--- src/rtl/sbk_pkg.sv ---
package sbk_pkg;

  // How a flat word address is split into subbank index and row
  typedef enum logic {
    MAP_STRIPED = 1'b0,  // subbank from low address bits
    MAP_BLOCKED = 1'b1   // subbank from high address bits
  } map_mode_e;

  // Width of a down-counter that must hold the value n
  function automatic int unsigned cnt_width(input int unsigned n);
    return (n < 2) ? 1 : $clog2(n + 1);
  endfunction

endpackage

--- src/rtl/sbk_addr_map.sv ---
module sbk_addr_map
  import sbk_pkg::*;
#(
  parameter int unsigned ADDR_W   = 6,
  parameter int unsigned SB_W     = 2,
  parameter map_mode_e   MAP_MODE = MAP_STRIPED,
  localparam int unsigned ROW_W   = ADDR_W - SB_W
) (
  input  logic [ADDR_W-1:0] addr,
  output logic [SB_W-1:0]   sb_idx,
  output logic [ROW_W-1:0]  row
);

  generate
    if (MAP_MODE == MAP_STRIPED) begin : g_striped
      // neighbouring words go to neighbouring subbanks
      assign sb_idx = addr[SB_W-1:0];
      assign row    = addr[ADDR_W-1:SB_W];
    end else begin : g_blocked
      // each subbank owns one contiguous slice of the address space
      assign sb_idx = addr[ADDR_W-1:ROW_W];
      assign row    = addr[ROW_W-1:0];
    end
  endgenerate

endmodule

--- src/rtl/sbk_subbank.sv ---
module sbk_subbank
  import sbk_pkg::*;
#(
  parameter int unsigned DATA_W       = 16,
  parameter int unsigned ROW_W        = 4,
  parameter int unsigned WRITE_CYCLES = 8,
  localparam int unsigned ROWS        = 1 << ROW_W,
  localparam int unsigned CNT_W       = cnt_width(WRITE_CYCLES)
) (
  input  logic              clk,
  input  logic              rst,
  // write side: wr_take is only raised while busy is low
  input  logic              wr_take,
  input  logic [ROW_W-1:0]  wr_row,
  input  logic [DATA_W-1:0] wr_data,
  output logic              busy,
  // independent read side, combinational lookup
  input  logic [ROW_W-1:0]  rd_row,
  output logic [DATA_W-1:0] rd_word
);

  logic [DATA_W-1:0] cells [ROWS];

  // one-entry write buffer
  logic              pend;
  logic [ROW_W-1:0]  pend_row;
  logic [DATA_W-1:0] pend_data;
  logic [DATA_W-1:0] pend_mask;
  logic [CNT_W-1:0]  remain;

  // bits that the incoming write would flip
  logic [DATA_W-1:0] flip;
  assign flip = wr_data ^ cells[wr_row];

  logic commit_now;
  assign commit_now = pend && (remain == CNT_W'(1));

  always_ff @(posedge clk) begin
    if (rst) begin
      for (int r = 0; r < ROWS; r++) cells[r] <= '0;
      pend      <= 1'b0;
      pend_row  <= '0;
      pend_data <= '0;
      pend_mask <= '0;
      remain    <= '0;
    end else begin
      if (pend) begin
        if (commit_now) begin
          // bit-selective commit: untouched bits keep their old value
          cells[pend_row] <= (cells[pend_row] & ~pend_mask) | (pend_data & pend_mask);
          pend            <= 1'b0;
          remain          <= '0;
        end else begin
          remain <= remain - CNT_W'(1);
        end
      end
      if (wr_take && (flip != '0)) begin
        pend      <= 1'b1;
        pend_row  <= wr_row;
        pend_data <= wr_data;
        pend_mask <= flip;
        remain    <= CNT_W'(WRITE_CYCLES);
      end
    end
  end

  assign busy = pend;

  // forward the parked word when the read hits its row
  logic hit_pend;
  assign hit_pend = pend && (pend_row == rd_row);
  assign rd_word  = hit_pend ? pend_data : cells[rd_row];

endmodule

--- src/rtl/sbk_mem_array.sv ---
module sbk_mem_array
  import sbk_pkg::*;
#(
  parameter int unsigned NUM_SUBBANKS = 4,
  parameter int unsigned ADDR_W       = 6,
  parameter int unsigned DATA_W       = 16,
  parameter int unsigned WRITE_CYCLES = 8,
  parameter map_mode_e   MAP_MODE     = MAP_STRIPED,
  localparam int unsigned SB_W        = $clog2(NUM_SUBBANKS),
  localparam int unsigned ROW_W       = ADDR_W - SB_W
) (
  input  logic                    clk,
  input  logic                    rst,
  input  logic                    wr_valid,
  output logic                    wr_ready,
  input  logic [ADDR_W-1:0]       wr_addr,
  input  logic [DATA_W-1:0]       wr_data,
  input  logic                    rd_valid,
  input  logic [ADDR_W-1:0]       rd_addr,
  output logic                    rd_resp_valid,
  output logic [DATA_W-1:0]       rd_resp_data,
  output logic [NUM_SUBBANKS-1:0] sb_busy
);

  logic [SB_W-1:0]   wr_sb;
  logic [ROW_W-1:0]  wr_row;
  logic [SB_W-1:0]   rd_sb;
  logic [ROW_W-1:0]  rd_row;
  logic [DATA_W-1:0] sb_rd_word [NUM_SUBBANKS];
  logic [NUM_SUBBANKS-1:0] busy_vec;

  sbk_addr_map #(
    .ADDR_W(ADDR_W), .SB_W(SB_W), .MAP_MODE(MAP_MODE)
  ) u_wr_map (
    .addr(wr_addr), .sb_idx(wr_sb), .row(wr_row)
  );

  sbk_addr_map #(
    .ADDR_W(ADDR_W), .SB_W(SB_W), .MAP_MODE(MAP_MODE)
  ) u_rd_map (
    .addr(rd_addr), .sb_idx(rd_sb), .row(rd_row)
  );

  // the shared write path stalls only on the addressed subbank
  assign wr_ready = ~busy_vec[wr_sb];

  generate
    for (genvar s = 0; s < NUM_SUBBANKS; s++) begin : g_sb
      logic take;
      assign take = wr_valid && wr_ready && (wr_sb == SB_W'(s));

      sbk_subbank #(
        .DATA_W(DATA_W), .ROW_W(ROW_W), .WRITE_CYCLES(WRITE_CYCLES)
      ) u_sb (
        .clk     (clk),
        .rst     (rst),
        .wr_take (take),
        .wr_row  (wr_row),
        .wr_data (wr_data),
        .busy    (busy_vec[s]),
        .rd_row  (rd_row),
        .rd_word (sb_rd_word[s])
      );
    end
  endgenerate

  assign sb_busy = busy_vec;

  // registered read response, fixed one-cycle latency
  always_ff @(posedge clk) begin
    if (rst) begin
      rd_resp_valid <= 1'b0;
      rd_resp_data  <= '0;
    end else begin
      rd_resp_valid <= rd_valid;
      if (rd_valid) rd_resp_data <= sb_rd_word[rd_sb];
    end
  end

endmodule

--- config.mk ---
export PLATFORM = sky130hd
export DESIGN_NAME = sbk_mem_array
export DESIGN_NICKNAME = d
export VERILOG_FILES = /design/src/rtl/sbk_pkg.sv /design/src/rtl/sbk_addr_map.sv /design/src/rtl/sbk_subbank.sv /design/src/rtl/sbk_mem_array.sv
export SDC_FILE = /design/constraint.sdc
export NUM_CORES = 2
export LEC_CHECK = 0
export BUFFER_PORTS_ARGS = -buffer_cell sky130_fd_sc_hd__buf_4
export CAP_MARGIN = 30
export CORE_UTILIZATION = 55
export DETAILED_ROUTE_END_ITERATION = 8
export GPL_TIMING_DRIVEN = 0
export PLACE_DENSITY_LB_ADDON = 0.15
export SLEW_MARGIN = 20
export SYNTH_ARGS = -nofsm -noshare
export SYNTH_HDL_FRONTEND = slang
export SYNTH_SLANG_ARGS = --single-unit
--- constraint.sdc ---
create_clock -name clk -period 3.2 [get_ports clk]
set_input_delay 0.32 -clock clk [delete_from_list [all_inputs] [get_ports clk]]
set_output_delay 0.32 -clock clk [all_outputs]
set_load 0.005 [all_outputs]
# [After elaboration in Yosys (flattened, before gate mapping)]
# Memory sizes are Yosys's and may differ from the RTL's. A register that Yosys moved wholly into a read port is not among the register bits.
# Cells that the tools add are included.
[word_totals] ram_bits=1024 memories=4 regBits=181 wordCells=174 latchBits=0 in_bits=32 mem_bits_ro=0 out_inout_bits=22
[op_classes] n_addsub=4 n_shift=0 n_lt_le_gt_ge=2 div=0 eq_ne=11 bitwise=22 mul=0 mux=71 reduce_logical=34
[memory_table] name="g_sb[0].u_sb.cells" words=16 word_bits=16 rd=3 rd_ports_with_merged_regs=1 wr=16 line="sbk_subbank.sv:22" text="logic [DATA_W-1:0] cells [ROWS];"
[memory_table] name="g_sb[1].u_sb.cells" words=16 word_bits=16 rd=3 rd_ports_with_merged_regs=1 wr=16 line="sbk_subbank.sv:22"
[memory_table] name="g_sb[2].u_sb.cells" words=16 word_bits=16 rd=3 rd_ports_with_merged_regs=1 wr=16 line="sbk_subbank.sv:22"
[memory_table] name="g_sb[3].u_sb.cells" words=16 word_bits=16 rd=3 rd_ports_with_merged_regs=1 wr=16 line="sbk_subbank.sv:22"
[op_table] op="$mux W16" n=10
[op_table] op="$and A16 B16 Y16" n=8
[op_table] op="$mux W4" n=24
[op_table] op="$not A16 Y16" n=4
[op_table] op="$or A16 B16 Y16" n=4
[op_table] op="$reduce_bool A16 Y1" n=4
[op_table] op="$reduce_or A16 Y1" n=4
[op_table] op="$xor A16 B16 Y16" n=4
[op_table] op="$mux W1" n=35
[op_table] op="$bmux W16 S2" n=1
[op_table] op="$logic_and A1 B1 Y1" n=17
[op_table] op="$eq A4 B1 Y1 const B" n=4
[op_table] op="$eq A4 B4 Y1" n=4
[op_table] op="$sub A4 B1 Y4 const B" n=4
[op_table] op="$reduce_bool A2 Y1" n=4
[op_table] op="$reduce_or A2 Y1" n=4
[op_table] op="$eq A2 B2 Y1 const B" n=2
[op_table] op="$ge A3 B3 Y1 const B" n=1
[op_table] op="$lt A2 B3 Y1 const B" n=1
[op_table] op="$not A2 Y3" n=1
[op_table] op="$bmux W1 S2" n=1
[op_table] op="$eq A2 B1 Y1 const B" n=1
[op_table] op="$logic_not A2 Y1" n=1
[op_table] op="$not A1 Y1" n=1

# [Depth between registers and ports, before layout]
[logic_depth] word_depth=8 ltp_mapped=18 depth_no_buf=8

# [Hierarchy]
# A second synthesis with hierarchy kept.
[unflattened] hier_cells=5123 hier_area_um2=71148.2
[modules_own_cells] module="sbk_subbank at g_sb[1].u_sb ..." area_each_um2=17523.1 instances=3 seq_area_each_um2=8588.2 cells_each=1263
[modules_own_cells] module="sbk_subbank at g_sb[0].u_sb" area_each_um2=17336.6 instances=1 seq_area_each_um2=8588.2 cells_each=1221
[modules_own_cells] module="sbk_mem_array" area_each_um2=1152.4 instances=1 seq_area_each_um2=340.3 cells_each=101
[modules_own_cells] module="sbk_addr_map" area_each_um2=45.0 instances=2 seq_area_each_um2=0.0 cells_each=6

# [Least setup slack after synthesis]
# No wires, ideal clock.
[synth_path] path_kind="input to register" start="input port wr_addr[4]" end="register with a tool-made name" setup_time_ns=0.079 stages=14 path_slack_ns=-0.316 t_required_ns=3.121 path_buffers=7 arrival_ns=3.436 cell_sequence="buf_4 buf_2 buf_2 buf_2 buf_2 clkbuf_1 mux4_2 mux2_2 a21oi_1 xor2_1 nand4_1 o21ai_2 buf_6 mux2i_1"
[synth_lines] item="start, declared" line="sbk_mem_array.sv:16" text="input logic [ADDR_W-1:0] wr_addr,"

==> PnR_summary.wiki <==
{| class="wikitable"
! Metric !! Value
|-
| Max stage delay on crit path || 0.56 ns
|-
| Synth Area per Inst || 14.6 um^2
|-
| Post-synthesis cell count || 4736
|-
| Area overhead of the layout relative to synthesis || 17.9%
|-
| Violated checks || design-rule violations, negative setup slack
|-
| Top cells by area, synth || edfxtp_1 45%, mux4_2 29%, nor2_1 5.8%, dfxtp_1 5.7%, mux2i_1 3.8%
|-
| Category of cells accounting for the largest share of critical-path delay || simple AND/OR/NAND/NOR gates
|-
| Type of element capturing the critical path || flop
|-
| Vias/cell || 7.93
|-
| Worst-path maximum fanout || 16
|-
| Portion of total power attributed to combinational logic || 16.6%
|-
| Transition at the pin with the smallest max-transition slack || between 1 and 1.5 ns
|-
| Worst Hold Endpoint || g_sb[2].u_sb.pend_mask[6]
|-
| Share of async-settable or async-resettable flops after synthesis || 0%
|-
| Switching power total || 11700 uW
|-
| Area of the placeable core || 124000 um^2
|-
| Maximum number of pins on one net before global-route repair || 17
|-
| Chip height || 356 um
|-
| Slew Viols, Final || 0
|-
| Critical-path cell with the highest stage delay || dfxtp_1
|-
| Hold Path Cell Cnt || 5
|-
| Number of buffer and inverter instances along the worst setup path || 2
|-
| Starting DRC count in detailed routing || 10800
|-
| Fraction of synthesized cell area taken by the top area cell type || 44.6%
|-
| Number of nets produced by synthesis || 4776
|-
| Worst-skew pair later-pin latency || 0.84 ns
|-
| Library cell occupying the most area in the post-synthesis netlist || edfxtp_1
|-
| Sum of overflow across all layers after global routing || 0
|-
| Leak || 0.0279 uW
|-
| RSZ-0062 raised after global routing || yes
|-
| Worst reg2reg path startpoint || g_sb[0].u_sb.busy
|-
| Power density cells || 508 nW/um^2
|-
| Share of post-route cells with drive strength above 1 || 38.2%
|-
| CP Class || flop to flop
|-
| Setup Skew || 0.0285 ns
|-
| Number of fill cells in the layout || 8862
|-
| Overall die width || 356 um
|-
| Clock tree from TritonCTS || yes
|-
| Maximum number of buffers from clock root to sink || 3
|-
| Cells on worst reg2reg path || 7
|-
| Via count of the first global-routing pass || 50600
|-
| DRC violations left || 6
|-
| Sequential group share of total power || between 40% and 50%
|-
| Part of the Yosys area used for sequential elements || 50.3%
|-
| Run status || finished, violations left
|-
| Switch share || 28.2%
|-
| Site Rows || 129
|-
| Iteration count of the initial detailed-routing pass || 9
|-
| Cts bufs inserted || 140
|-
| Dominant synthesized flop cell || edfxtp_1
|-
| Setup slack, reg-to-reg || -0.24 ns
|-
| Initial antenna violation count || 14
|-
| Global-route wire length before repair || 423000 um
|-
| Worst setup margin || -0.243 ns
|-
| Critical Path AT || 3.91 ns
|-
| Routed via count || 54300
|-
| Endpoint of the worst-slack reg-to-reg timing path || g_sb[0].u_sb.cells[12][3]
|-
| Cell internal power dissipation || 29600 uW
|-
| Category of the worst setup path launch point || flop
|-
| Die Area || 127000 um^2
|-
| Worst VDD drop || 0.633 mV
|-
| Relative slew slack || 22.3%
|-
| Placer Congestion || about 1.1
|-
| Number of clock sinks || 1221
|-
| DRT antenna net count || 0
|-
| Clk network pwr share || between 30% and 40%
|-
| Critical path cell sequence || buf_2 > nand2b_1 > nor3_2 > nor3b_2 > nand3_1 > clkbuf_2 > nand2_4
|-
| Hold path start || wr_addr[1]
|-
| Total track usage || 50.5%
|-
| Achievable frequency || ~290 MHz
|-
| Total standard cell area after synthesis || ~69000 um^2
|-
| Final count of negative-setup-slack endpoints || 398
|-
| Critical Path RT || 3.67 ns
|-
| Multi-input gate area || 33700 um^2
|-
| Total number of nets in the final design || 5124
|-
| Count of max-cap constraint violations || 0
|-
| Clock-pin slew on the worst setup and hold paths || around 0.060 ns
|-
| Initial standard-cell utilization of the core || 55.6%
|-
| Port Buffers || 28
|-
| Library cells used by synthesis || 66
|-
| Ratio of final minimum period to clock period || 108%
|-
| Worst slack on hold paths || 0.0719 ns
|-
| Avg WL per Cell || roughly 47 um
|-
| Final worst path period need || between 3 and 4 ns
|-
| Yosys warning count || 0
|-
| Clock root cell || clkbuf_16
|-
| Worst hold-check path type || input port to flop
|-
| Flip-flop and latch area || roughly 35000 um^2
|-
| Final Hold Viols || 0
|-
| Number of storage elements in the synthesis netlist || 1221
|-
| DP HPWL || 223000 um
|-
| Placement-stage worst setup slack || -2.37 ns
|-
| Boundary Pins || between 50 and 60
|-
| Number of flops mapped to enable cells by yosys || 1024
|-
| Routed wire length || approximately 320000 um
|-
| Htree depth || 4
|}
==> cell type report <==
class / count / share of cell area [%]
clock inverter: 66 / 0.745
tap: 1637 / 2.52
buffer: 450 / 3.97
sequential: 1221 / 42.7
antenna: 23 / 0.0708
multi-input combinational: 3014 / 41.4
timing repair buffer: 229 / 3.71
clock buffer: 185 / 4.71
inverter: 28 / 0.129
==> Yosys cell counts (8+ instances only) <==
cell	count
a211oi_1	41
a21oi_1	44
a221oi_1	28
a221oi_2	11
a22o_1	39
a22oi_1	9
a311oi_1	11
and3_1	13
buf_1	86
buf_2	52
buf_4	10
buf_6	18
clkbuf_1	292
dfxtp_1	197
edfxtp_1	1024
ha_1	8
inv_1	28
mux2_2	18
mux2i_1	263
mux4_1	10
mux4_2	890
nand2_1	286
nand2b_1	19
nand3_1	29
nand4_1	11
nor2_1	1063
nor2b_1	20
nor3_1	13
o211a_1	10
o211ai_1	9
o21ai_0	8
xnor2_1	54
xor2_1	24
==> cell families (layout without fill, tap and decap cells) <==
logic type / count (synthesis) / count (layout) / synth area share (%)
xor+xnor: 78 / 78 / 0.991
mux: 1181 / 1181 / 33.6
compound gates: 247 / 247 / 2.85
simple gates: 1500 / 1500 / 8.80
other cells: 0 / 23 / 0
buf+inv: 501 / 958 / 3.30
flops: 1221 / 1221 / 50.3
fa+ha+maj: 8 / 8 / 0.145
==> metrics by stage <==
| step | power [uW] | instances | TNS, ns | utilization, % | cell area (um^2) |
|---|---|---|---|---|---|
| finish | 41300 | 6853 | -28.73 | 65.6 | 81300 |
| global route | 41600 | 6830 | -7.03 | 65.5 | 81200 |
| CTS | 40400 | 6778 | -1.58 | 64.6 | 80100 |
| floorplan | 21800 | 4736 | -4.09 | - | 69100 |
| detailed placement | 24500 | 6496 | -1753.89 | 59.0 | 73200 |
| global placement | 24200 | 6401 | -2671.92 | 57.6 | 71300 |
==> worst max-delay path by stage <==
stage / from / to / slack, ns / cells after the start
after floorplan: wr_addr[3] / flop / -0.10 / 14
after global placement: wr_addr[5] / flop / -3.52 / 12
after detailed placement: wr_addr[4] / flop / -2.37 / 14
after CTS: g_sb[2].u_sb.remain[1] / g_sb[2].u_sb.cells[10][15] / -0.06 / 10
after global routing: g_sb[0].u_sb.busy / g_sb[0].u_sb.cells[12][0] / -0.16 / 7
final: g_sb[0].u_sb.busy / g_sb[0].u_sb.cells[12][3] / -0.24 / 7
==> state kept, by name, indices dropped and copies added, names as in the netlist, named ones only <==
register / count
g_sb.u_sb.pend_data: 64
rd_resp_data: 16
g_sb.u_sb.busy: 4
g_sb.u_sb.remain: 16
g_sb.u_sb.pend_row: 16
g_sb.u_sb.pend_mask: 64
rd_resp_valid: 1
g_sb.u_sb.cells: 1024
==> placed cells by master (no fill, tap or decap), types with 44 or more instances in the layout <==
| master | count |
|---|---|
| mux4_2 | 891 |
| mux2i_2 | 59 |
| clkbuf_1 | 120 |
| buf_16 | 44 |
| buf_4 | 148 |
| nor2_1 | 1055 |
| clkbuf_2 | 153 |
| buf_8 | 58 |
| clkbuf_16 | 145 |
| dfxtp_1 | 187 |
| buf_2 | 50 |
| buf_6 | 48 |
| edfxtp_1 | 1024 |
| nand2_2 | 64 |
| nand2_1 | 188 |
| mux2i_1 | 185 |
==> metal layers <==
| layer | GRT usage (%) | vias to the layer above | wire (um) |
|---|---|---|---|
| li1 | - | 19400 | - |
| met1 | 61.4 | 27100 | 99200 |
| met2 | 68.1 | 6152 | 129000 |
| met3 | 25.2 | 1653 | 58200 |
| met4 | 39.1 | 28 | 32700 |
| met5 | 1.66 | - | 432 |
==> worst reg2reg max path: stages, from the launching register on <==
cell and delay (ns):
dfxtp_1 0.56, buf_2 0.31, nand2b_1 0.12, nor3_2 0.33, nor3b_2 0.41, nand3_1 0.49
clkbuf_2 0.46, nand2_4 0.39
==> what timing repair did <==
action                     in CTS  in global routing
cloned                          3                  0
buffers inserted               45                 53
setup endpoints to repair    2207               1264
hold buffers                    1                  0
gates resized for setup       561                207
hold endpoints to repair        3                  0
pin swaps                      17                 23
==> power by group through the flow <==
stage | Sequential [uW] | Clock, uW | Combinational [uW]
2_1_floorplan | 18300 | 0 | 3430
3_3_place_gp | 18500 | 0 | 5670
3_5_place_dp | 18500 | 0 | 5940
4_1_cts | 18300 | 15900 | 6290
5_1_grt | 18300 | 16500 | 6770
6_report | 18300 | 16100 | 6870
Note: power is estimated with default switching activity, not from simulation.
